===== src/rtl/sbc_pkg.sv =====
package sbc_pkg;

  typedef enum logic [1:0] {
    DST_CTRL = 2'd0,
    DST_PAT0 = 2'd1,
    DST_PAT1 = 2'd2,
    DST_PROG = 2'd3
  } dest_e;

  typedef enum logic [1:0] {
    MIR_ONE_LO = 2'd0,
    MIR_ONE_HI = 2'd1,
    MIR_VERT   = 2'd2,
    MIR_HORZ   = 2'd3
  } mirror_e;

  // strobes from control to datapath, one write per cycle
  typedef struct packed {
    logic  clear;      // abort write: re-arm shifter, force mode bits
    logic  shift;      // ordinary write: take one serial bit
    logic  commit;     // this shift completes the value
    logic  serialBit;  // the bit carried by this write
    dest_e dest;       // destination if committing
  } strobe_t;

endpackage


===== src/rtl/sbc_ctrl.sv =====
module sbc_ctrl
  import sbc_pkg::*;
#(
  parameter int ADDR_W = 16,
  parameter int DATA_W = 8
) (
  input  logic              clk,
  input  logic              rst,
  input  logic              wrEn,
  input  logic [ADDR_W-1:0] cpuAddr,
  input  logic [DATA_W-1:0] cpuData,
  input  logic              shiftLsb,
  output strobe_t           strb
);

  localparam int WIN_BIT   = ADDR_W - 1;
  localparam int ABORT_BIT = DATA_W - 1;
  localparam int SEL_LO    = ADDR_W - 3;

  logic inWindow;
  logic unusedBits;

  assign inWindow   = wrEn && cpuAddr[WIN_BIT];
  assign unusedBits = ^{cpuData[ABORT_BIT-1:1], cpuAddr[SEL_LO-1:0]};

  always_comb begin
    strb           = '0;
    strb.clear     = inWindow && cpuData[ABORT_BIT];
    strb.shift     = inWindow && !cpuData[ABORT_BIT];
    strb.commit    = strb.shift && shiftLsb;
    strb.serialBit = cpuData[0];
    strb.dest      = dest_e'(cpuAddr[SEL_LO+1:SEL_LO]);
  end

  // a write outside the window raises no strobe
  p_window_only_r2: assert property (@(posedge clk) disable iff (rst)
    (wrEn && !cpuAddr[WIN_BIT]) |-> !(strb.clear || strb.shift));

endmodule


===== src/rtl/sbc_dpath.sv =====
module sbc_dpath
  import sbc_pkg::*;
#(
  parameter int REG_W  = 5,
  parameter int PROG_W = 4
) (
  input  logic             clk,
  input  logic             rst,
  input  strobe_t          strb,
  output logic             shiftLsb,
  output logic [REG_W-1:0] ctrlReg,
  output logic [REG_W-1:0] patBank0,
  output logic [REG_W-1:0] patBank1,
  output logic [PROG_W-1:0] progBank,
  output logic [1:0]       mirrorMode,
  output logic [1:0]       progMode,
  output logic             patMode
);

  localparam logic [REG_W-1:0] MARKER     = REG_W'(1) << (REG_W - 1);
  localparam logic [REG_W-1:0] FORCE_MASK = REG_W'(12);
  localparam logic [REG_W-1:0] CTRL_INIT  = REG_W'(12);
  localparam int               NUM_PAT    = 2;

  logic [REG_W-1:0] shiftReg;
  logic [REG_W-1:0] newVal;
  logic [REG_W-1:0] patReg [NUM_PAT];

  assign shiftLsb = shiftReg[0];
  assign newVal   = {strb.serialBit, shiftReg[REG_W-1:1]};

  always_ff @(posedge clk) begin
    if (rst) begin
      shiftReg <= MARKER;
    end else if (strb.clear || strb.commit) begin
      shiftReg <= MARKER;
    end else if (strb.shift) begin
      shiftReg <= newVal;
    end
  end

  always_ff @(posedge clk) begin
    if (rst) begin
      ctrlReg <= CTRL_INIT;
    end else if (strb.clear) begin
      ctrlReg <= ctrlReg | FORCE_MASK;
    end else if (strb.commit && strb.dest == DST_CTRL) begin
      ctrlReg <= newVal;
    end
  end

  for (genvar g = 0; g < NUM_PAT; g++) begin : g_pat
    localparam dest_e MY_DEST = dest_e'(g + 1);
    always_ff @(posedge clk) begin
      if (rst) begin
        patReg[g] <= '0;
      end else if (strb.commit && strb.dest == MY_DEST) begin
        patReg[g] <= newVal;
      end
    end
  end

  always_ff @(posedge clk) begin
    if (rst) begin
      progBank <= '0;
    end else if (strb.commit && strb.dest == DST_PROG) begin
      progBank <= newVal[PROG_W-1:0];
    end
  end

  assign patBank0   = patReg[0];
  assign patBank1   = patReg[1];
  assign mirrorMode = ctrlReg[1:0];
  assign progMode   = ctrlReg[3:2];
  assign patMode    = ctrlReg[4];

  // the marker bit can never be lost
  p_marker_kept_r4: assert property (@(posedge clk) disable iff (rst)
    shiftReg != '0);

  // a non-final serial write changes no register
  p_partial_quiet_r4: assert property (@(posedge clk) disable iff (rst)
    (strb.shift && !strb.commit) |=>
      ($stable(ctrlReg) && $stable(patBank0) && $stable(patBank1) && $stable(progBank)));

  // without a strobe nothing moves
  p_idle_hold_r2: assert property (@(posedge clk) disable iff (rst)
    !(strb.shift || strb.clear) |=>
      ($stable(shiftReg) && $stable(ctrlReg) && $stable(patBank0) &&
       $stable(patBank1) && $stable(progBank)));

  // abort re-arms and forces the mode field, banks untouched
  p_abort_r3: assert property (@(posedge clk) disable iff (rst)
    strb.clear |=>
      (shiftReg == MARKER && ctrlReg[3:2] == 2'b11 && $stable(patBank0) &&
       $stable(patBank1) && $stable(progBank)));

  // a commit re-arms the shifter on the same edge
  p_rearm_r9: assert property (@(posedge clk) disable iff (rst)
    strb.commit |=> shiftReg == MARKER);

endmodule


===== src/rtl/serial_bank_cfg.sv =====
module serial_bank_cfg
  import sbc_pkg::*;
#(
  parameter int ADDR_W = 16,
  parameter int DATA_W = 8,
  parameter int REG_W  = 5,
  parameter int PROG_W = 4
) (
  input  logic              clk,
  input  logic              rst,
  input  logic              wrEn,
  input  logic [ADDR_W-1:0] cpuAddr,
  input  logic [DATA_W-1:0] cpuData,
  output logic [REG_W-1:0]  ctrlReg,
  output logic [REG_W-1:0]  patBank0,
  output logic [REG_W-1:0]  patBank1,
  output logic [PROG_W-1:0] progBank,
  output logic [1:0]        mirrorMode,
  output logic [1:0]        progMode,
  output logic              patMode
);

  strobe_t strb;
  logic    shiftLsb;

  sbc_ctrl #(.ADDR_W(ADDR_W), .DATA_W(DATA_W)) u_ctrl (
    .clk      (clk),
    .rst      (rst),
    .wrEn     (wrEn),
    .cpuAddr  (cpuAddr),
    .cpuData  (cpuData),
    .shiftLsb (shiftLsb),
    .strb     (strb)
  );

  sbc_dpath #(.REG_W(REG_W), .PROG_W(PROG_W)) u_dpath (
    .clk        (clk),
    .rst        (rst),
    .strb       (strb),
    .shiftLsb   (shiftLsb),
    .ctrlReg    (ctrlReg),
    .patBank0   (patBank0),
    .patBank1   (patBank1),
    .progBank   (progBank),
    .mirrorMode (mirrorMode),
    .progMode   (progMode),
    .patMode    (patMode)
  );

endmodule


===== config.mk =====
export PLATFORM = sky130hd
export DESIGN_NAME = serial_bank_cfg
export DESIGN_NICKNAME = d
export VERILOG_FILES = /design/src/rtl/sbc_pkg.sv /design/src/rtl/sbc_ctrl.sv /design/src/rtl/sbc_dpath.sv /design/src/rtl/serial_bank_cfg.sv
export SDC_FILE = /design/constraint.sdc
export NUM_CORES = 1
export LEC_CHECK = 0
export ABC_AREA = 1
export BUFFER_PORTS_ARGS = -buffer_cell sky130_fd_sc_hd__buf_4
export CAP_MARGIN = 20
export CORE_MARGIN = 2
export CORE_UTILIZATION = 48
export CTS_BUF_LIST = sky130_fd_sc_hd__clkbuf_16
export DETAILED_ROUTE_END_ITERATION = 16
export PLACE_DENSITY = 0.82
export RECOVER_POWER = 25
export SYNTH_ARGS = -nofsm -noshare
export SYNTH_HDL_FRONTEND = slang
export SYNTH_SLANG_ARGS = --single-unit

===== constraint.sdc =====
create_clock -name clk -period 2.7 [get_ports clk]
set_input_delay 0.405 -clock clk [delete_from_list [all_inputs] [get_ports clk]]
set_output_delay 0.405 -clock clk [all_outputs]
set_load 0.05 [all_outputs]

==> impl_metrics.ini <==
[sta]
fin_setup_tns_ns = 0
period_minus_slack_ns = 1.650
hold_ws_ns = 0.3864
rsz0062_at_grt = false
max_slew_margin_pct = 58.41
slew_viol_final = 0
worstMarginPinSlew_ns = 0.6173
finalCritPeriodShare_pct = 61.11
clock_skew_ns = 0.003166
finalSetupViolations = 0
max_freq_ghz = 0.6060
hold_viol_final = 0

[layout]
drive_gt1_share_pct = 25.49
antennaDiodeCount = 0
num-nets-final = 181
area_growth_pct = 24.07

[route]
first_pass_iters = 4
drt-total-wl_mm = 2.066
avgViaCountPerCell = 4.796
wl_met1_um = 792
wl_met3_um = 119
top_layer = met4
dr_wl_met2_mm = 1.149
wl_per_cell_um = 11.41
drtAntennaViolNets = 0
drt_iter0_markers = 22
vias = 868
drc = 0

[placed_design]
routabilityCongestion = 0.8192
port-buffer-count = 31
hpwl_mm = 1.457

[critical_path]
critPathBufInv = 1
critical_path.max_fanout = 9
path_cells = clkbuf_1 -> nand2_2 -> nor2_1 -> nand3_1 -> nand2_1 -> nand2_1 -> nor2_1
path_delay_family = simple AND/OR/NAND/NOR gates
critical_path_class = input pin to flop
r2r_slack_ns = 1.08
critPathSlowestCell = nor2_1
cp_slowest_stage_delay_ns = 0.45
cp-end-kind = flop
reg2reg_depth = 2
r2r-start = u_dpath.shiftReg[0]
cp-start-kind = input pin
crit_required_ns = 2.88
crit_arrival_ns = 1.83
reg2reg_to = u_dpath.patReg[0][1]

[grt]
grt_max_degree = 14
grt_pass1_wl_mm = 3.456
grt_pass1_vias = 825
antenna_found_initial = 0
track_usage_pct = 17.25
grt_overflow = 0

[hold_path]
min_path_cells = 3
hold_path_end = u_dpath.shiftReg[4]
hold_start = cpuData[0]
hp-class = input pin to flop

[floorplan]
die-area_um2 = 2648
die_y_um = 51.46
start_util_pct = 49.83
io_pins = 51
core_um2 = 2170
rows = 17
chipWidth_um = 51.46

[power]
leakage_nw = 0.6115
ir_drop_uv = 391.7
power.density_nw_per_um2 = 568.6

[yosys]
ys.warnings.count = 0
ys_seq_area_share_pct = 53.70
ys_ff_latch = 24
syn-cell-area_um2 = 1081
synthCells = 124
syn_area_per_cell_um2 = 8.718
syn_nets = 151
ys_types = 20

[clock_tree]
hold_buffers = 0
cts_tree = yes
clk_latency_ns = 0.25
cts_setup_buffers = 0
htreeDepth = 1
path_clk_slew_ns = 0.06
cts-root-buf = clkbuf_16
cts.path.max_buffers = 2
cts_buffers = 3
cts-resized-gates = 0
cts_num_sinks = 24

[run]
cap_violations = 0

[status]
status = complete, no violations
[where the power goes]
group | total, mW | internal (mW) | leakage [nW] | switching (mW)
clock network | 0.314 | 0.198 | 0.0385 | 0.116
logic | 0.0621 | 0.0174 | 0.357 | 0.0446
registers | 0.387 | 0.383 | 0.216 | 0.00322
total | 0.763 | 0.598 | 0.612 | 0.164
[logic make-up (layout without fill, tap and decap cells)]
family                 after synthesis  after routing  synth area share, %
AO/OA/AOI/OAI                        7              7                3.240
buffers and inverters               23             52                10.65
flip-flops                          24             24                53.70
AND/OR/NAND/NOR                     70             70                32.41
[synth_stat cells]
| master | count | area, µm² |
|---|---|---|
| dfxtp_1 | 14 | 280.3 |
| edfxtp_1 | 10 | 300.3 |
| o21ai_0 | 2 | 10.01 |
| nand2_1 | 30 | 112.6 |
| nand4_2 | 2 | 25.02 |
| buf_4 | 5 | 37.54 |
| clkbuf_8 | 1 | 13.76 |
| nor2_2 | 1 | 6.260 |
| nor2_4 | 2 | 22.52 |
| o21ai_1 | 1 | 5.000 |
| inv_1 | 15 | 56.30 |
| nand3_2 | 1 | 10.01 |
| nand2_2 | 1 | 6.260 |
| nand4_4 | 1 | 21.27 |
| nor2_1 | 25 | 93.84 |
| nand3_4 | 1 | 17.52 |
| inv_2 | 2 | 7.510 |
| nand4_1 | 4 | 25.02 |
| a21oi_1 | 4 | 20.02 |
| nand3_1 | 2 | 10.01 |
[stage by stage]
stage          worst slack, ns  total power [mW]  utilization [%]  instances  instance area [µm²]
2_1_floorplan            1.218            0.4355                -        124                 1081
3_3_place_gp            0.9891            0.4574            59.80        177                 1297
3_5_place_dp            0.9615            0.4586            59.80        177                 1297
4_1_cts                  1.040            0.7637            63.44        181                 1376
5_1_grt                 0.8767            0.7815            61.82        181                 1341
6_report                 1.050            0.7626            61.82        181                 1341
[worst min-delay path: cells and delay by family]
family	cells	cell delay, ns
buf+inv	1	0.09
simple gates	2	0.12
[layout by cell type (no fill, tap or decap), drive strengths merged]
master and instances:
nand2 31, nor2 28, buf 27, inv 17
dfxtp 14, edfxtp 10, nand4 7, clkbuf 7
a21oi 4, nand3 4, o21ai 3, clkinv 1
[cell type report]
class | instances | area, µm²
Clock buffer | 3 | 75.07
Fill cell | 190 | 828.3
Sequential cell | 24 | 580.6
Inverter | 17 | 63.81
Multi-Input combinational cell | 77 | 365.4
Tap cell | 28 | 35.03
Clock inverter | 1 | 3.754
Timing Repair Buffer | 31 | 217.7
[flip-flops by register name (all words and copies together) (netlist names)]
register and cells:
u_dpath.patReg 10, u_dpath.ctrlReg 5, u_dpath.progBank 4, u_dpath.shiftReg 5
[routing by layer]
metal  global-route usage [%]  vias up
met4                    6.579        0
met5                        0        -
met2                    31.84       36
met3                    2.632        2
li1                         -      447
met1                    19.74      383
[worst max path at each step]
stage,startpoint,end,slack (ns),cells past startpoint
detailed placement,cpuData[7],u_dpath.patReg[1][2],0.96,4
global route,wrEn,u_dpath.progBank[1],0.88,7
global placement,cpuData[7],u_dpath.patReg[0][1],0.99,4
floorplan,u_dpath.shiftReg[0],u_dpath.patReg[0][0],1.22,2
finish,wrEn,u_dpath.progBank[2],1.05,7
CTS,u_dpath.shiftReg[0],u_dpath.patReg[1][2],1.04,2
Note: power is estimated with default switching activity, not from simulation.
